===== src/rtl/exc_vec_pkg.sv =====
package exc_vec_pkg;
  localparam int DIRECT_BITS  = 4;
  localparam int DIRECT_SLOTS = 1 << DIRECT_BITS;
  localparam int SLOT_W       = DIRECT_BITS + 1;
  localparam logic [SLOT_W-1:0] ALT_SLOT = SLOT_W'(DIRECT_SLOTS);

  typedef struct packed {
    logic              alt;
    logic [SLOT_W-1:0] slot;
  } slot_sel_t;
endpackage


===== src/rtl/vec_base_reg.sv =====
module vec_base_reg #(
  parameter int ADDR_W     = 32,
  parameter int ALIGN_BITS = 8
) (
  input  logic              clk,
  input  logic              rst_n,
  input  logic              wr_en,
  input  logic [ADDR_W-1:0] wr_data,
  output logic [ADDR_W-1:0] base_q
);
  localparam logic [ADDR_W-1:0] RESET_BASE =
    {{(ADDR_W-ALIGN_BITS){1'b1}}, {ALIGN_BITS{1'b0}}};

  always_ff @(posedge clk) begin
    if (!rst_n)     base_q <= RESET_BASE;
    else if (wr_en) base_q <= {wr_data[ADDR_W-1:ALIGN_BITS], {ALIGN_BITS{1'b0}}};
  end

  AST_BASE_ALIGNED: assert property (@(posedge clk) disable iff (!rst_n)
    base_q[ALIGN_BITS-1:0] == '0);
  AST_BASE_HOLDS: assert property (@(posedge clk) disable iff (!rst_n)
    !wr_en |=> $stable(base_q));
endmodule


===== src/rtl/vec_slot_map.sv =====
module vec_slot_map
  import exc_vec_pkg::*;
#(
  parameter int CAUSE_W = 8
) (
  input  logic [CAUSE_W-1:0] cause,
  output slot_sel_t          sel
);
  logic over;

  generate
    if (CAUSE_W > DIRECT_BITS) begin : g_wide
      assign over = |cause[CAUSE_W-1:DIRECT_BITS];
    end else begin : g_narrow
      assign over = 1'b0;
    end
  endgenerate

  always_comb begin
    sel.alt  = over;
    sel.slot = over ? ALT_SLOT : {1'b0, cause[DIRECT_BITS-1:0]};
  end

  always_comb begin
    AST_ALT_SLOT_TOP: assert (!sel.alt || sel.slot == ALT_SLOT);
  end
endmodule


===== src/rtl/vec_target_out.sv =====
module vec_target_out
  import exc_vec_pkg::*;
#(
  parameter int ADDR_W       = 32,
  parameter int STRIDE_SHIFT = 3
) (
  input  logic              clk,
  input  logic              rst_n,
  input  logic              take,
  input  logic [ADDR_W-1:0] base,
  input  slot_sel_t         sel,
  output logic              valid,
  output logic [ADDR_W-1:0] target,
  output logic              alt
);
  localparam int PAD_W = ADDR_W - SLOT_W - STRIDE_SHIFT;

  logic [ADDR_W-1:0] offset;
  assign offset = {{PAD_W{1'b0}}, sel.slot, {STRIDE_SHIFT{1'b0}}};

  always_ff @(posedge clk) begin
    if (!rst_n) begin
      valid  <= 1'b0;
      target <= '0;
      alt    <= 1'b0;
    end else begin
      valid <= take;
      if (take) begin
        target <= base + offset;
        alt    <= sel.alt;
      end
    end
  end

  AST_VALID_AFTER_TAKE: assert property (@(posedge clk) disable iff (!rst_n)
    take |=> valid);
  AST_NO_STRAY_VALID: assert property (@(posedge clk) disable iff (!rst_n)
    !take |=> !valid);
  AST_TARGET_STRIDE: assert property (@(posedge clk) disable iff (!rst_n)
    valid |-> target[STRIDE_SHIFT-1:0] == '0);
  AST_IDLE_HOLD: assert property (@(posedge clk) disable iff (!rst_n)
    !take |=> ($stable(target) && $stable(alt)));
endmodule


===== src/rtl/exc_vector_gen.sv =====
module exc_vector_gen
  import exc_vec_pkg::*;
#(
  parameter int ADDR_W       = 32,
  parameter int CAUSE_W      = 8,
  parameter int ALIGN_BITS   = 8,
  parameter int STRIDE_SHIFT = 3
) (
  input  logic               clk,
  input  logic               rst_n,
  input  logic               base_wr_en,
  input  logic [ADDR_W-1:0]  base_wr_data,
  input  logic               exc_take,
  input  logic [CAUSE_W-1:0] exc_cause,
  output logic               vec_valid,
  output logic [ADDR_W-1:0]  vec_target,
  output logic               vec_alt
);
  logic [ADDR_W-1:0] base_q;
  slot_sel_t         sel;

  vec_base_reg #(.ADDR_W(ADDR_W), .ALIGN_BITS(ALIGN_BITS)) u_base (
    .clk(clk), .rst_n(rst_n), .wr_en(base_wr_en),
    .wr_data(base_wr_data), .base_q(base_q)
  );

  vec_slot_map #(.CAUSE_W(CAUSE_W)) u_map (
    .cause(exc_cause), .sel(sel)
  );

  vec_target_out #(.ADDR_W(ADDR_W), .STRIDE_SHIFT(STRIDE_SHIFT)) u_out (
    .clk(clk), .rst_n(rst_n), .take(exc_take), .base(base_q), .sel(sel),
    .valid(vec_valid), .target(vec_target), .alt(vec_alt)
  );

  AST_ALT_IFF_HIGH_CAUSE: assert property (@(posedge clk) disable iff (!rst_n)
    exc_take |=> vec_alt == ($past(exc_cause) > CAUSE_W'(DIRECT_SLOTS - 1)));
  AST_TARGET_IN_TABLE: assert property (@(posedge clk) disable iff (!rst_n)
    (exc_take && !base_wr_en) |=> vec_target[ADDR_W-1:ALIGN_BITS] == base_q[ADDR_W-1:ALIGN_BITS]);
endmodule


===== config.mk =====
export PLATFORM = sky130hd
export DESIGN_NAME = exc_vector_gen
export DESIGN_NICKNAME = d
export VERILOG_FILES = /design/src/rtl/exc_vec_pkg.sv /design/src/rtl/vec_base_reg.sv /design/src/rtl/vec_slot_map.sv /design/src/rtl/vec_target_out.sv /design/src/rtl/exc_vector_gen.sv
export SDC_FILE = /design/constraint.sdc
export NUM_CORES = 1
export LEC_CHECK = 0
export BUFFER_PORTS_ARGS = -buffer_cell sky130_fd_sc_hd__buf_4
export CORE_MARGIN = 4
export CORE_UTILIZATION = 50
export CTS_BUF_LIST = sky130_fd_sc_hd__clkbuf_2
export CTS_CLUSTER_DIAMETER = 60
export CTS_CLUSTER_SIZE = 8
export DETAILED_ROUTE_END_ITERATION = 10
export PLACE_DENSITY = 0.82
export SKIP_LAST_GASP = 1
export SYNTH_ARGS = -nofsm -noshare
export SYNTH_HDL_FRONTEND = slang
export SYNTH_SLANG_ARGS = --single-unit

===== constraint.sdc =====
create_clock -name clk -period 1 [get_ports clk]
set_input_delay 0.1 -clock clk [delete_from_list [all_inputs] [get_ports clk]]
set_output_delay 0.1 -clock clk [all_outputs]
set_load 0.05 [all_outputs]

== Word-level counts from Yosys, hierarchy flattened ==
Cells that the tools add are included.

* Add/subtract/negate cells: 1
* Shifts and indexed selects: 0
* Order comparisons: 0
* Reductions and logical operators: 1
* Equality and inequality tests: 0
* Multiply operators: 0
* Bitwise logic cells: 0
* Div/mod/pow operators: 0
* Muxes and demuxes: 1

{| class="wikitable"
|+ Operators with widths
! cell !! number
|-
| $add A32 B8 Y32 || 1
|-
| $mux W5 || 1
|-
| $reduce_or A4 Y1 || 1
|}

* Bits in registers: 58
* Memory bits (writable): 0
* Bits in latches: 0
* Input port bits: 44
* Memories kept: 0
* Word-level logic and storage cells: 7
* Bits in read-only memories: 0

== Logic depth before layout (Yosys ltp) ==
* Depth in word-level cells: 3
* Depth in mapped cells: 4

== By module ==
A second synthesis with hierarchy kept.

* Cell total of the unflattened synthesis: 305
* Area total of the unflattened synthesis: 2887.8 um^2

{| class="wikitable"
|+ Modules (own cells, without submodules)
! module !! times used !! cells each !! area each (um^2)
|-
| vec_target_out || 1 || 211 || 1898.1
|-
| vec_base_reg || 1 || 86 || 933.4
|-
| vec_slot_map || 1 || 8 || 56.3
|}

== Worst setup path before layout ==
No wires, ideal clock.

* Path kind: register to output
* From: register u_out.target[7]
* To: output vec_target[7]
* Path buffers: 1
* Cell stages (with the launch flop): 2
* Slack: -8 ps
* Arrival: 908 ps
* Path through: dfxtp_1 > buf_4

{| class="wikitable"
|+ RTL lines
! what !! RTL line !! RTL
|-
| from (decl) || vec_target_out.sv:13 || <nowiki>output logic [ADDR_W-1:0] target,</nowiki>
|-
| from (signal assigned) || vec_target_out.sv:29 || <nowiki>target <= base + offset;</nowiki>
|-
| to (decl) || exc_vector_gen.sv:16 || <nowiki>output logic [ADDR_W-1:0] vec_target,</nowiki>
|}

No word-level cell between the ends.

== Worst setup path after layout ==
* From: register u_out.target[7]
* To: output vec_target[7]

No word-level cell between the ends.

==> flow_metrics.py <==
metrics = {
    "synth": {
        "syn_inst": 184,
        "yosys_register_bits": 54,
        "synth.top_cell.area_share": 0.538,
        "synth-async-reset-ratio": 0,
        "yosysMostFrequentCell": "dfxtp_1",
        "postSynthAreaPerCell_um2": 10.9,
        "ys_seq_area_frac": 0.538,
        "synth_area_leaders": "dfxtp_1, mux2i_1, nor2b_1",
        "ys.warnings.count": 0,
        "yosys.cell_types.count": 17,
        "synth_edf_count": 0,
        "synth.largest_area_cell": "dfxtp_1",
        "synth_commonest_cells": "dfxtp_1, mux2i_1, nor2b_1, nand2_1, buf_4",
        "synthFlopType": "dfxtp_1",
        "synth_area_um2": 2010,
    },
    "placed_design": {
        "hpwl_um": 2790,
        "gp_congestion": 0.698,
        "io_buffers": 66,
    },
    "clocking": {
        "clock_sinks": 54,
        "clk_latency_ns": 0.45,
        "cts_tree": "built",
        "cts_root_buffer": "clkbuf_2",
        "cts.clk_slew.worst_paths_ns": 0.27,
        "clockBufferDepth": 2,
        "cts_max_level": 2,
        "cts_made_buffers": 5,
    },
    "setup_path": {
        "criticalPathCategory": "reg2out",
        "cp_cell_sequence": "buf_8",
        "worstSetupStartpointType": "flip-flop",
        "critPathMaxStageDelay_ns": 0.44,
        "crit_path_top_delay_cell": "dfxtp_4",
        "cp_max_fo": 3,
        "end_kind": "primary output",
        "path_buf_inv": 1,
        "cp.arrival_ns": 1.03,
        "cpLargestDelayFamily": "flip-flops",
        "crit_required_ns": 0.90,
    },
    "timing": {
        "rsz0062_at_grt": "true",
        "hold_viol": 0,
        "finalClockSkew_ns": 0.0179,
        "postLayoutSetupSlackWorst_ns": -0.126,
        "fmax_ghz": 0.888,
        "min_period_ns": 1.13,
        "slew_violations": 0,
        "hold-worst-slack_ns": 0.0534,
        "finalCritPeriodShare": 1.13,
        "setup_viol": 34,
    },
    "grt": {
        "grt_overflow": 0,
        "grt_max_degree": 29,
        "grt_antenna_before_repair": 0,
        "grt_pass1_vias": 1698,
        "top_usage_layer": "met2",
        "use_met1": 0.241,
        "met3_usage": 0.0519,
        "met2_usage": 0.367,
        "grtUsageTotal": 0.207,
        "grt_pass1_wl_um": 8250,
    },
    "status": {
        "outcome": "complete, but fails checks",
        "violations": "negative setup slack",
    },
    "floorplanning": {
        "core-area_um2": 3770,
        "rows": 22,
        "start_util": 0.533,
        "ioPinCount": 78,
        "die_y_um": 71.4,
        "die-width_um": 71.4,
        "dieArea_um2": 5090,
    },
    "finish": {
        "drive_gt1_frac": 0.396,
        "nNetsFinal": 328,
        "synthToLayoutAreaGrowth_pct": 62.8,
        "diodes": 0,
    },
    "detailed_routing": {
        "ant_nets": 0,
        "vias_per_cell": 4.80,
        "drtPass1Iterations": 4,
        "drt-initial-drc-count": 85,
        "routed_wl_um": 5120,
        "drc_errors": 0,
        "wl_per_cell_um": 15.4,
        "vias": 1597,
    },
    "power": {
        "total_power_mw": 4.97,
        "leakagePower_nw": 1.51,
        "irDropWorstVdd_v": 0.00126,
        "power_density_nw_per_um2": 1520,
    },
    "job": {
        "drv_cap": 0,
    },
    "hold_path": {
        "hp-class": "in2reg",
    },
}
state kept, by name, indices dropped and copies added, names as in the netlist:
| register | cells |
|---|---|
| u_base.base_q | 24 |
| u_out.target | 29 |
| u_out.valid | 1 |
power by group:
group	internal, mW	switching [mW]	leakage [nW]
sequential	2.32	0.111	0.457
combinational	0.589	0.601	1.00
clock	0.664	0.685	0.0506
layout by cell type (no fill, tap or decap), types with 2 or more instances in the layout:
| cell | count |
|---|---|
| buf_12 | 2 |
| nand3b_1 | 3 |
| dlygate4sd3_1 | 34 |
| o21ai_1 | 2 |
| nand2_1 | 24 |
| dfxtp_1 | 24 |
| dfxtp_2 | 29 |
| conb_1 | 3 |
| nand3_1 | 3 |
| clkbuf_2 | 5 |
| bufinv_16 | 2 |
| buf_8 | 31 |
| mux2i_1 | 48 |
| nor2b_1 | 25 |
| buf_6 | 2 |
| buf_4 | 39 |
metal layers:
| layer | up-vias | wire length (µm) |
|---|---|---|
| met5 | - | 0 |
| met2 | 51 | 2650 |
| met4 | 0 | 102 |
| met3 | 10 | 280 |
| li1 | 808 | - |
| met1 | 728 | 2090 |
path summary, 6_finish.rpt:
path	cells past startpoint	endpoint	slack, ns	start
hold / removal	4	u_base.base_q[27]	0.05	base_wr_en
hold reg to reg	2	u_base.base_q[25]	0.51	u_base.base_q[25]
setup reg to reg	3	u_out.target[26]	0.23	u_out.target[26]
setup / recovery	1	vec_target[7]	-0.13	u_out.target[7]
worst register-to-register path, stage by stage (launching register included):
cell and delay (ns):
dfxtp_2 0.40, buf_4 0.12, mux2i_1 0.13, nor2b_1 0.06
through the flow:
step / setup slack [ns] / util / cells / setup TNS, ns / cell area (µm²)
3_3_place_gp: 0.0489 / 0.674 / 289 / 0 / 2540
2_1_floorplan: 0.0435 / - / 186 / 0 / 2020
4_1_cts: -0.121 / 0.852 / 332 / -3.22 / 3210
3_5_place_dp: 0.0157 / 0.674 / 289 / 0 / 2540
5_1_grt: -0.191 / 0.867 / 333 / -5.00 / 3270
6_report: -0.126 / 0.867 / 333 / -3.24 / 3270
repair_timing:
item                                    in CTS  in global routing
hold endpoints to repair                    35                  4
endpoints found under the setup margin      31                 35
setup buffers                                2                  1
hold buffers                                33                  1
gates resized for setup                     83                 12
pin swaps                                    0                  2
cell families after synthesis:
kind of cell           after synthesis  synth area share
AO/OA/AOI/OAI                        6            0.0174
buffers and inverters               17            0.0498
flip-flops                          54             0.538
multiplexers                        48             0.239
other                                1           0.00187
AND/OR/NAND/NOR                     58             0.153
final cells by class:
| cell class | instances | area [µm²] |
|---|---|---|
| Clock inverter | 3 | 63.8 |
| Tap cell | 48 | 60.1 |
| Clock buffer | 5 | 25.0 |
| Multi-Input combinational cell | 115 | 838 |
| Sequential cell | 54 | 1120 |
| Fill cell | 188 | 502 |
| Timing Repair Buffer | 108 | 1160 |
No activity file was read; power rests on OpenSTA's default activity.
